**src/rtl/sertx_framer.sv**
```systemverilog
module sertx_framer #(
  parameter int DEPTH = 16
) (
  input  logic       clk,
  input  logic       rst_n,
  input  logic       baud_tick,
  input  logic [6:0] fmt_ctrl,
  input  logic       wr_en,
  input  logic [7:0] wr_data,
  output logic       txd,
  output logic       hold_empty,
  output logic       line_idle
);
  localparam int AW = (DEPTH > 1) ? $clog2(DEPTH) : 1;
  localparam int CW = $clog2(DEPTH + 1);

  typedef enum logic [2:0] {S_IDLE, S_START, S_DATA, S_PAR, S_STOP} st_t;

  st_t st;
  logic [7:0]    mem [DEPTH];
  logic [AW-1:0] wp, rp;
  logic [CW-1:0] fill;
  logic [4:0]    tcnt, stop_last;
  logic [2:0]    bidx, last_bit;
  logic [7:0]    shreg, head, mask;
  logic          par_en, par_bit, par_calc;
  logic          have, push, pop, busy, bit_done, frame_done, line_bit;

  assign have       = fill != '0;
  assign push       = wr_en && (fill != CW'(DEPTH));
  assign busy       = st != S_IDLE;
  assign bit_done   = baud_tick && tcnt == 5'd15;
  assign frame_done = (st == S_STOP) && baud_tick && tcnt == stop_last;
  assign pop        = have && (!busy || frame_done);
  assign head       = mem[rp];
  assign mask       = 8'hFF >> (2'd3 - fmt_ctrl[1:0]);
  assign par_calc   = fmt_ctrl[5] ? ~fmt_ctrl[4] : ~(^(head & mask) ^ fmt_ctrl[4]);

  always_ff @(posedge clk) begin
    if (push) mem[wp] <= wr_data;
  end

  always_ff @(posedge clk or negedge rst_n) begin
    if (!rst_n) begin
      wp   <= '0;
      rp   <= '0;
      fill <= '0;
    end else begin
      if (push) wp <= (wp == AW'(DEPTH - 1)) ? '0 : wp + 1'b1;
      if (pop)  rp <= (rp == AW'(DEPTH - 1)) ? '0 : rp + 1'b1;
      fill <= fill + CW'(push) - CW'(pop);
    end
  end

  always_ff @(posedge clk or negedge rst_n) begin
    if (!rst_n) begin
      st        <= S_IDLE;
      tcnt      <= '0;
      bidx      <= '0;
      shreg     <= '0;
      last_bit  <= '0;
      par_en    <= 1'b0;
      par_bit   <= 1'b0;
      stop_last <= 5'd15;
    end else if (pop) begin
      st        <= S_START;
      tcnt      <= '0;
      shreg     <= head;
      last_bit  <= {1'b1, fmt_ctrl[1:0]};
      par_en    <= fmt_ctrl[3];
      par_bit   <= par_calc;
      stop_last <= !fmt_ctrl[2] ? 5'd15 : (fmt_ctrl[1:0] == 2'b00 ? 5'd23 : 5'd31);
    end else if (busy && baud_tick) begin
      if (frame_done) begin
        st   <= S_IDLE;
        tcnt <= '0;
      end else if (st == S_STOP || !bit_done) begin
        tcnt <= tcnt + 5'd1;
      end else begin
        tcnt <= '0;
        case (st)
          S_START: begin
            st   <= S_DATA;
            bidx <= '0;
          end
          S_DATA: begin
            shreg <= shreg >> 1;
            if (bidx == last_bit) st <= par_en ? S_PAR : S_STOP;
            else bidx <= bidx + 3'd1;
          end
          S_PAR:   st <= S_STOP;
          default: st <= S_IDLE;
        endcase
      end
    end
  end

  always_comb begin
    case (st)
      S_START: line_bit = 1'b0;
      S_DATA:  line_bit = shreg[0];
      S_PAR:   line_bit = par_bit;
      default: line_bit = 1'b1;
    endcase
  end

  assign txd        = line_bit & ~fmt_ctrl[6];
  assign hold_empty = !have;
  assign line_idle  = !have && !busy;
endmodule

```
**config.mk**
```make
export PLATFORM = sky130hd
export DESIGN_NAME = sertx_framer
export DESIGN_NICKNAME = d
export VERILOG_FILES = /design/src/rtl/sertx_framer.sv
export SDC_FILE = /design/constraint.sdc
export NUM_CORES = 1
export LEC_CHECK = 0
export ABC_AREA = 1
export BUFFER_PORTS_ARGS = -buffer_cell sky130_fd_sc_hd__buf_2
export CELL_PAD_IN_SITES_DETAIL_PLACEMENT = 0
export CELL_PAD_IN_SITES_GLOBAL_PLACEMENT = 1
export CORE_MARGIN = 5
export CORE_UTILIZATION = 49
export DETAILED_ROUTE_END_ITERATION = 16
export PLACE_DENSITY_LB_ADDON = 0.1
export SYNTH_ARGS = -nofsm -noshare
export SYNTH_HDL_FRONTEND = slang
export SYNTH_SLANG_ARGS = --single-unit
```
**constraint.sdc**
```tcl
create_clock -name clk -period 3.1 [get_ports clk]
set_clock_uncertainty 0.05 [all_clocks]
set_input_delay 0.62 -clock clk [delete_from_list [all_inputs] [get_ports clk]]
set_output_delay 0.62 -clock clk [all_outputs]
set_load 0.03 [all_outputs]
```
[After elaboration in Yosys (flattened, before gate mapping)]
Memory sizes are Yosys's and may differ from the RTL's.
Cells that the tools add are included.
Word-level totals
  flip-flop bits (word level): 42
  RAM bits: 128
  output and inout bits: 3
  word-level logic and storage cells: 92
  memories kept: 1
  input bits: 19
Operators by class
  reduce and logical (&&, ||, !) cells: 22
  shift operators: 1
  bitwise gates (word level): 9
  add/sub/neg operators: 7
  muxes and demuxes: 26
  equal/unequal tests: 15
Memory list
  mem: words 16, width 8, rd ports 1, clocked after memory_dff 0, wr ports 1, line 20  | logic [7:0] mem [DEPTH];
Operator list (number)
  $mux 8: 5
  $mux 5: 5
  $mux 3: 7
  $mux 4: 3
  $pmux 3 s3: 1
  $add 4x1->4 const B: 2
  $and 8x8->8: 1
  $eq 4x4->1 const B: 2
  $reduce_xor 8->1: 1
  $shr 8x2->8 const A: 1
  $logic_and 1x1->1: 7
  $eq 3x2->1 const B: 2
  $ne 2x2->1 const B: 3
  $not 1->1: 6
  $pmux 3 s2: 1
  $reduce_and 6->1: 1
  $reduce_bool 2->1: 3
  $add 5x1->5: 1
  $add 5x1->5 const B: 1
  $eq 5x4->1 const B: 1
  $eq 5x5->1: 1
  $ne 5x5->1 const B: 1
  $reduce_bool 5->1: 1
  $sub 5x1->5: 1
  17 further kinds: 22

[Logic depth before layout (Yosys ltp)]
Gate-level depths: netlist of the first run.
  depth in word-level cells: 8
  depth in mapped cells: 18
  gate-level depth less buffers: 17

[Worst setup path before layout of the first run]
No wires, ideal clock.
  path type: reg2reg
  from: register fill[3]
  to: register fill[4]
  setup time: 128 ps
  required time: 2922 ps
  data arrival time: 3451 ps
  period minus slack after synthesis: 3629 ps
  setup slack: -529 ps
  path buffers: 1
  stages on the path, launching flop included: 17
  cells stage by stage: dfrtp_1 > inv_1 > ha_1 > inv_1 > nor4_1 > inv_1 > nand2_1 > inv_2 > buf_4 > ha_1 > inv_1 > ha_1 > inv_1 > fa_1 > o21ai_0 > a21oi_1 > xor2_1
Between the ends
  word-level cells in the longest chain between the ends: 4
  elaborated cells between the ends (all ways): 6
  classes of those cells: 2 x add/sub; 1 x eq/ne; 3 x reduce/logical
RTL lines
  start, declared: line 22  | logic [CW-1:0] fill;
  start signal, assigned: line 51  | fill <= fill + CW'(push) - CW'(pop);
  $ne 5x5->1: line 30  | assign push = wr_en && (fill != CW'(DEPTH));
  $logic_and 1x1->1: line 30
  $add 5x1->5: line 51
  $sub 5x1->5 *: line 51
Mark *: on every way between the ends. The rest lies on a longest branch, timed or not.
A chain may end at the register's enable or synchronous reset.

[Worst setup path in the final report of the first run]
  from: register tcnt[1]
  to: register fill[4]
Between the ends
  word-level cells in the longest chain between the ends: 5
RTL lines
  start, declared: line 23  | logic [4:0] tcnt, stop_last;
  start signal, assigned: line 78  | tcnt <= tcnt + 5'd1;
  $eq 5x5->1: line 33  | assign frame_done = (st == S_STOP) && baud_tick && tcnt == stop_last;
  $logic_and 1x1->1: line 33
  $logic_or 1x1->1: line 34  | assign pop = have && (!busy || frame_done);
  $logic_and 1x1->1: line 34
  $sub 5x1->5: line 51
No other way between the ends.

==> summary.md, run 1 <==
| Metric | Value |
|---|---|
| Status | `completed` |
| Ports | `22` |
| Area of the die | `0.01808 mm²` |
| Category of the critical setup timing path | `reg2reg` |
| Detailed-routing iteration count for the pre-antenna-repair pass | `5` |
| Post-synth EDFFs | `128` |
| Type of origin of the critical path | `register` |
| Final antenna diode count | `0` |
| Final critical-path share of the clock period | `86.52%` |
| Horizontal die dimension | `134.5 µm` |
| Yosys top cell area share | `50.63%` |
| IO buf count | `21` |
| Buffers and inverters on the worst path | `4` |
| Warnings from Yosys | `0` |
| Layout filler cell count | `1312` |
| Worst slew margin | `39.30%` |
| Via count of the first global-routing pass | `4862` |
| Power density relative to cell area | `1012 mW/mm²` |
| Final setup violating endpoints | `0` |
| All-Layer GR Usage | `19.76%` |
| CTS sink cnt | `167` |
| Detailed placement HPWL | `10880 µm` |
| Final wirelength | `16650 µm` |
| Clock input transition at the sequential cells of the worst setup and hold paths | `0.07 ns` |
| Number of vias per cell after detailed routing | `5.300` |
| Peak Freq | `0.3729 GHz` |
| Overall overflow remaining after global route | `0` |
| Count of max-cap constraint violations | `0` |
| Cell with the most instances after synthesis | `sky130_fd_sc_hd__nand2_1` |
| TritonCTS Buffers | `17` |
| Average cell area after synthesis | `10.13 µm²` |
| Cell Chain, Critical Path | `ha_1, inv_1, nor3_1, nand4_1, nand2_1, nand2_1, inv_2, ha_1, inv_1, ha_1, inv_1, fa_1, o21ai_0, a21oi_1, xor2_1` |
| Antenna violations before repair | `0` |
| Capturing element type of the critical path | `register` |
| Number of DRC violations after detailed-routing iteration 0 | `453` |
| Final weighted congestion of routability-driven global placement | `0.7851` |
| Post-CTS sizing | `0` |
| Class of the most critical hold timing path | `in2async` |
| Core Rows | `45` |
| Required time at the worst-slack endpoint | `3.36 ns` |
| Commonest cells post-synth | `225 x sky130_fd_sc_hd__nand2_1, 128 x sky130_fd_sc_hd__edfxtp_1, 81 x sky130_fd_sc_hd__nor2_1, 52 x sky130_fd_sc_hd__inv_1, 41 x sky130_fd_sc_hd__nand3_1` |
| Share of synthesized area occupied by flip-flops and latches | `63.51%` |
| Initial core utilization | `49.93%` |
| Number of cells in the design after placement | `940` |
| Post-route antenna net violation count | `0` |
| Maximum fanout count along the critical path | `3` |
| Residual DRC count | `0` |
| Total setup buffers inserted after CTS | `0` |
| Leakage power figure | `0.003432 µW` |
| Sum Neg Setup Slack | `0 ns` |
| Slowest stage cell, crit path | `sky130_fd_sc_hd__fa_1` |
| Slew of the pin with the lowest slew margin | `0.9105 ns` |
| CTS H-tree lvls | `4` |
| Vias after detailed routing | `5152` |
| Average wire per standard cell | `17.13 µm` |
| Global-route wire length before repair | `27020 µm` |
| Gate count of the mapped netlist | `749` |
| Distinct cell type count after synthesis | `39` |
| Final min period | `2.682 ns` |
| Layout-stage area growth over the synthesis result | `11.85%` |
| Largest voltage drop on the vdd net | `0.0005961 V` |
| Net count after synthesis | `783` |
| Post-route non-filler standard cell count | `972` |
| Post-synth ARST share | `23.35%` |
| Max Root-Sink Buffers | `2` |
| Die span in y | `134.5 µm` |
| TritonCTS clock tree | `done` |
| Number of pins with negative max-slew slack in the final report | `0` |
| Clock latency reported for the late side of the worst-skew pair | `0.43 ns` |
| Prevailing post-synth register cell | `sky130_fd_sc_hd__edfxtp_1` |
| Worst Path Arrival | `2.94 ns` |
| Share of cells above drive strength 1 | `13.01%` |
| Top cells by area in the synthesized netlist | `sky130_fd_sc_hd__edfxtp_1 51%, sky130_fd_sc_hd__dfrtp_1 13%, sky130_fd_sc_hd__nand2_1 11%, sky130_fd_sc_hd__nor2_1 4.0%, sky130_fd_sc_hd__nand3_1 2.7%` |
| Post-synth design cell area | `0.007591 mm²` |
| Pin count of the biggest net entering global routing | `41` |
| Count of hold buffers inserted by post-cts repair | `0` |
| Clock root buffer | `sky130_fd_sc_hd__clkbuf_16` |
| Unrepaired setup endpoints after global routing | `no` |
| Top cell family by delay on the critical path | `adder cells` |
| Slowest cell delay on critical path | `0.40 ns` |
| Final-report hold violation count | `0` |
| Core box area | `0.01520 mm²` |
| Library cell occupying the most area in the post-synthesis netlist | `sky130_fd_sc_hd__edfxtp_1` |
| Net total in the final layout | `805` |
| Number of synthesized register bits | `167` |
-- placed cells by master (no fill, tap or decap), types with 2 or more instances in the layout --
cell type,instances
sky130_fd_sc_hd__or2_2,3
sky130_fd_sc_hd__nand4_1,4
sky130_fd_sc_hd__a21oi_1,21
sky130_fd_sc_hd__inv_1,52
sky130_fd_sc_hd__clkbuf_16,17
sky130_fd_sc_hd__dfrtp_1,37
sky130_fd_sc_hd__nand2_1,225
sky130_fd_sc_hd__inv_6,3
sky130_fd_sc_hd__xnor2_1,5
sky130_fd_sc_hd__nor2_1,81
sky130_fd_sc_hd__inv_2,10
sky130_fd_sc_hd__bufinv_16,4
sky130_fd_sc_hd__edfxtp_1,128
sky130_fd_sc_hd__nand3_1,41
sky130_fd_sc_hd__clkinv_2,3
sky130_fd_sc_hd__a31oi_1,6
sky130_fd_sc_hd__nor3_1,3
sky130_fd_sc_hd__buf_2,21
sky130_fd_sc_hd__clkinvlp_4,2
sky130_fd_sc_hd__o21ai_0,26
sky130_fd_sc_hd__o211ai_1,8
sky130_fd_sc_hd__nand2_2,12
sky130_fd_sc_hd__buf_4,6
sky130_fd_sc_hd__clkinv_1,2
sky130_fd_sc_hd__o21ai_1,15
sky130_fd_sc_hd__nand3_2,10
sky130_fd_sc_hd__ha_1,14
sky130_fd_sc_hd__xor2_1,7
-- registers in the layout (all words and copies together), names as in the netlist --
name / cells
stop_last: 2
par_en: 1
shreg: 8
last_bit: 3
fill: 5
wp: 4
st: 3
tcnt: 5
mem: 128
bidx: 3
par_bit: 1
rp: 4
-- worst paths after layout --
kind                             start           to  slack (ns)  cells after the start
min in group clk           fmt_ctrl[3]       par_en        0.38                      3
hold / removal                   rst_n        st[2]        0.27                      1
hold reg to reg            last_bit[2]  last_bit[2]        0.45                      1
setup / recovery               tcnt[1]      fill[4]        0.42                     15
setup reg to reg               tcnt[1]      fill[4]        0.42                     15
max in group asynchronous        rst_n        rp[0]        2.09                      1
-- final cells by class --
| cell class | count | area, µm² | share of cell area [%] |
|---|---|---|---|
| sequential | 167 | 4822 | 56.79 |
| multi-input combinational | 492 | 2392 | 28.18 |
| clock buffer | 18 | 429.2 | 5.055 |
| inverter | 65 | 245.2 | 2.888 |
| tap | 188 | 235.2 | 2.770 |
| clock inverter | 14 | 196.4 | 2.314 |
| timing repair buffer | 28 | 170.2 | 2.004 |
-- cell families (layout without fill, tap and decap cells) --
logic type,count (synthesis),count (layout),synth area share (%)
flip-flops,167,167,63.51
buffers and inverters,90,125,5.176
XOR/XNOR,12,12,1.385
AO/OA/AOI/OAI,82,82,6.049
adder cells (fa/ha/maj),15,15,2.571
AND/OR/NAND/NOR,383,383,21.31
-- metrics by stage --
step	hold WS, ns	setup WS [ns]	power [µW]	instance area [µm²]	util [%]
floorplan	0.2744	0.08517	5533	7606	-
global placement	0.4336	0.5142	6319	7865	51.74
detailed placement	0.4300	0.4422	6408	7865	51.74
CTS	0.2997	0.4020	8660	8491	55.85
global route	0.3509	0.1331	9259	8491	55.85
finish	0.2680	0.4180	8590	8491	55.85
-- where the power goes --
| part | total (µW) | switching [µW] | internal, µW |
|---|---|---|---|
| Clock | 2250 | 889 | 1360 |
| Sequential | 3050 | 248 | 2800 |
| Combinational | 3300 | 2270 | 1030 |
| Total | 8590 | 3400 | 5190 |
-- layer usage --
layer	up-vias	GRT usage, %	share of wire [%]
li1	2541	-	-
met1	2435	31.20	49
met2	153	27.23	43
met3	23	4.024	6.7
met4	0	6.505	1.6
met5	-	0	0
No activity file was read; power rests on OpenSTA's default activity.
==> run 2: changes to the inputs <==
- REMOVE_ABC_BUFFERS: not set -> 1
==> summary.md, run 2 (same netlist as run 1, synthesis figures left out) <==
| Metric | Value |
|---|---|
| Post-route antenna net violation count | `0 (unchanged)` |
| Initial core utilization | `49.93% (unchanged)` |
| Final weighted congestion of routability-driven global placement | `0.8551 (+8.9%)` |
| Die span in y | `134.5 µm (unchanged)` |
| Peak Freq | `0.3634 GHz (-2.5%)` |
| Detailed placement HPWL | `10790 µm (-0.79%)` |
| TritonCTS clock tree | `done` |
| Top flop regs | `mem x128, shreg x8` |
| Category of the critical setup timing path | `reg2reg` |
| Pin count of the biggest net entering global routing | `61 (+49%)` |
| Leakage power figure | `0.003469 µW (+1.1%)` |
| Area of the die | `0.01808 mm² (unchanged)` |
| CTS sink cnt | `167 (unchanged)` |
| R2r startpoint | `fill[2]` |
| R2r endpoint | `fill[4]` |
| Overall overflow remaining after global route | `0 (unchanged)` |
| Type of origin of the critical path | `register` |
| Detailed-routing iteration count for the pre-antenna-repair pass | `5 (unchanged)` |
| Clock input transition at the sequential cells of the worst setup and hold paths | `0.07 ns (about the same)` |
| Global-route wire length before repair | `26510 µm (-1.9%)` |
| Power density relative to cell area | `1002 mW/mm² (-0.93%)` |
| Register with the highest flop count | `mem` |
| Minimum hold slack | `0.2721 ns (+0.004171 ns)` |
| Max Root-Sink Buffers | `2 (unchanged)` |
| Final min period | `2.752 ns (+0.06998 ns)` |
| Maximum fanout count along the critical path | `2 (-1)` |
| Final wirelength | `16640 µm (about the same)` |
| Dpl ws | `0.2923 ns (-0.1499 ns)` |
| Antenna violations before repair | `0 (unchanged)` |
| Average wire per standard cell | `17.01 µm (-0.70%)` |
| Clock root buffer | `sky130_fd_sc_hd__clkbuf_16` |
| Horizontal die dimension | `134.5 µm (unchanged)` |
| IO buf count | `21 (unchanged)` |
| Leading cell type in the layout, fill and taps excluded | `sky130_fd_sc_hd__nand2_1` |
| Residual DRC count | `0 (unchanged)` |
| TritonCTS Buffers | `17 (unchanged)` |
| Most used cells in the layout excluding fill and tap cells | `225 x sky130_fd_sc_hd__nand2_1, 128 x sky130_fd_sc_hd__edfxtp_1, 81 x sky130_fd_sc_hd__nor2_1, 52 x sky130_fd_sc_hd__inv_1, 41 x sky130_fd_sc_hd__nand3_1` |
| Min setup slack post-route | `0.3480 ns (-0.06998 ns)` |
| All-Layer GR Usage | `19.47% (-0.30 points)` |
| Post-CTS sizing | `0 (unchanged)` |
| Clock latency reported for the late side of the worst-skew pair | `0.43 ns (about the same)` |
| Capturing element type of the critical path | `register` |
| Core box area | `0.01520 mm² (unchanged)` |
| Count of max-cap constraint violations | `0 (unchanged)` |
| Number of flip-flops under the largest register name | `128 (unchanged)` |
| Net Switching | `3372 µW (-0.96%)` |
| Sequential cell area | `0.004822 mm² (unchanged)` |
| Ports | `22 (unchanged)` |
| Core Rows | `45 (unchanged)` |
| Share of cells above drive strength 1 | `13.54% (+0.53 points)` |
| Final critical-path share of the clock period | `88.77% (+2.3 points)` |
| Class of the most critical hold timing path | `in2async` |
| Worst slew margin | `36.27% (-3.0 points)` |
| Via count of the first global-routing pass | `4757 (-2.2%)` |
| Net total in the final layout | `812 (+0.87%)` |
| Clock network fraction of design power | `25.8% (-0.3 points)` |
| Number of DRC violations after detailed-routing iteration 0 | `391 (-14%)` |
| Sum Neg Setup Slack | `0 ns (unchanged)` |
| Final-report hold violation count | `0 (unchanged)` |
| Largest voltage drop on the vdd net | `0.0005309 V (-11%)` |
| Switching part of the total power | `39.43% (-0.20 points)` |
| Layout-stage area growth over the synthesis result | `12.38%` |
| Count of hold buffers inserted by post-cts repair | `0 (unchanged)` |
| Reg2reg setup slack | `0.35 ns (-0.07 ns)` |
| Number of vias per cell after detailed routing | `5.234 (-1.3%)` |
| Required time at the worst-slack endpoint | `3.36 ns (about the same)` |
| CTS H-tree lvls | `4 (unchanged)` |
| Internal cell power | `5179 µW (-0.14%)` |
| Multi-input logic area | `0.002384 mm² (-0.37%)` |
| Final antenna diode count | `0 (unchanged)` |
| Part of the total power dissipated in combinational logic | `38.3% (about the same)` |
| Vias after detailed routing | `5119 (-0.64%)` |
| Slew of the pin with the lowest slew margin | `0.9496 ns (+0.03908 ns)` |
| R2r worst-path depth | `15 (unchanged)` |
| Final setup violating endpoints | `0 (unchanged)` |
| Worst Path Arrival | `3.01 ns (+0.07 ns)` |
| Status | `completed` |
| Layout filler cell count | `1319 (+0.53%)` |
| Number of pins with negative max-slew slack in the final report | `0 (unchanged)` |
| Total setup buffers inserted after CTS | `0 (unchanged)` |
| Sequential share of power | `35.8% (+0.3 points)` |
| Unrepaired setup endpoints after global routing | `no` |
==> run 2: changes by cell type in the layout (fill, tap and decap cells not counted), sizes merged <==
cell	delta
buf	+7
clkinv	+3
inv	-3
clkinvlp	-1
==> run 2: worst max-delay path, stage by stage (launching register included) <==
cell	delay, ns
sky130_fd_sc_hd__dfrtp_1	0.39
sky130_fd_sc_hd__inv_1	0.09
sky130_fd_sc_hd__ha_1	0.17
sky130_fd_sc_hd__inv_1	0.06
sky130_fd_sc_hd__nor4_2	0.24
sky130_fd_sc_hd__inv_1	0.09
sky130_fd_sc_hd__nand2_1	0.10
sky130_fd_sc_hd__inv_2	0.04
sky130_fd_sc_hd__ha_1	0.27
sky130_fd_sc_hd__inv_1	0.06
sky130_fd_sc_hd__ha_1	0.15
sky130_fd_sc_hd__inv_1	0.05
sky130_fd_sc_hd__fa_1	0.41
sky130_fd_sc_hd__o21ai_0	0.20
sky130_fd_sc_hd__a21oi_1	0.11
sky130_fd_sc_hd__xor2_1	0.14
==> run 2: how the worst max path moves through the flow <==
stage               slack, ns    start  cells after the start       to
finish                   0.35  fill[2]                     15  fill[4]
global route             0.03  fill[2]                     15  fill[4]
CTS                      0.28  fill[2]                     15  fill[4]
detailed placement       0.29  fill[2]                     15  fill[4]
global placement         0.43  fill[3]                     15  fill[4]
floorplan               -0.79  fill[3]                     15  fill[4]
==> run 2: power by group through the flow <==
stage / sequential, µW / combinational (µW) / clock, µW
finish: 3060 / 3280 / 2210
global route: 3100 / 3730 / 2340
CTS: 3060 / 3320 / 2250
detailed placement: 3100 / 3310 / 0
global placement: 3090 / 3220 / 0
floorplan: 3090 / 2260 / 0
==> run 2: cell type report <==
type                    instances  share of cell area [%]
flip-flops and latches        167                   56.53
multi-input cells             492                   27.94
clock buffers                  18                   5.031
inverters                      65                   2.875
repair buffers                 35                   2.757
well taps                     188                   2.757
clock inverters                13                   2.112
==> run 2: stage by stage <==
step / area, µm² / util [%] / total power (µW) / std cells
after floorplan: 7443 / - / 5354 / 724
after global placement: 7915 / 52.07 / 6311 / 947
after detailed placement: 7915 / 52.07 / 6408 / 947
after CTS: 8524 / 56.07 / 8629 / 978
after global routing: 8531 / 56.12 / 9172 / 978
final: 8531 / 56.12 / 8551 / 978
==> run 2: layer usage <==
layer / routed length [µm] / up-vias / global-route usage (%)
li1: - / 2557 / -
met1: 7967 / 2428 / 28.53
met2: 7573 / 114 / 29.33
met3: 858 / 20 / 4.396
met4: 238 / 0 / 5.769
met5: 0 / - / 0
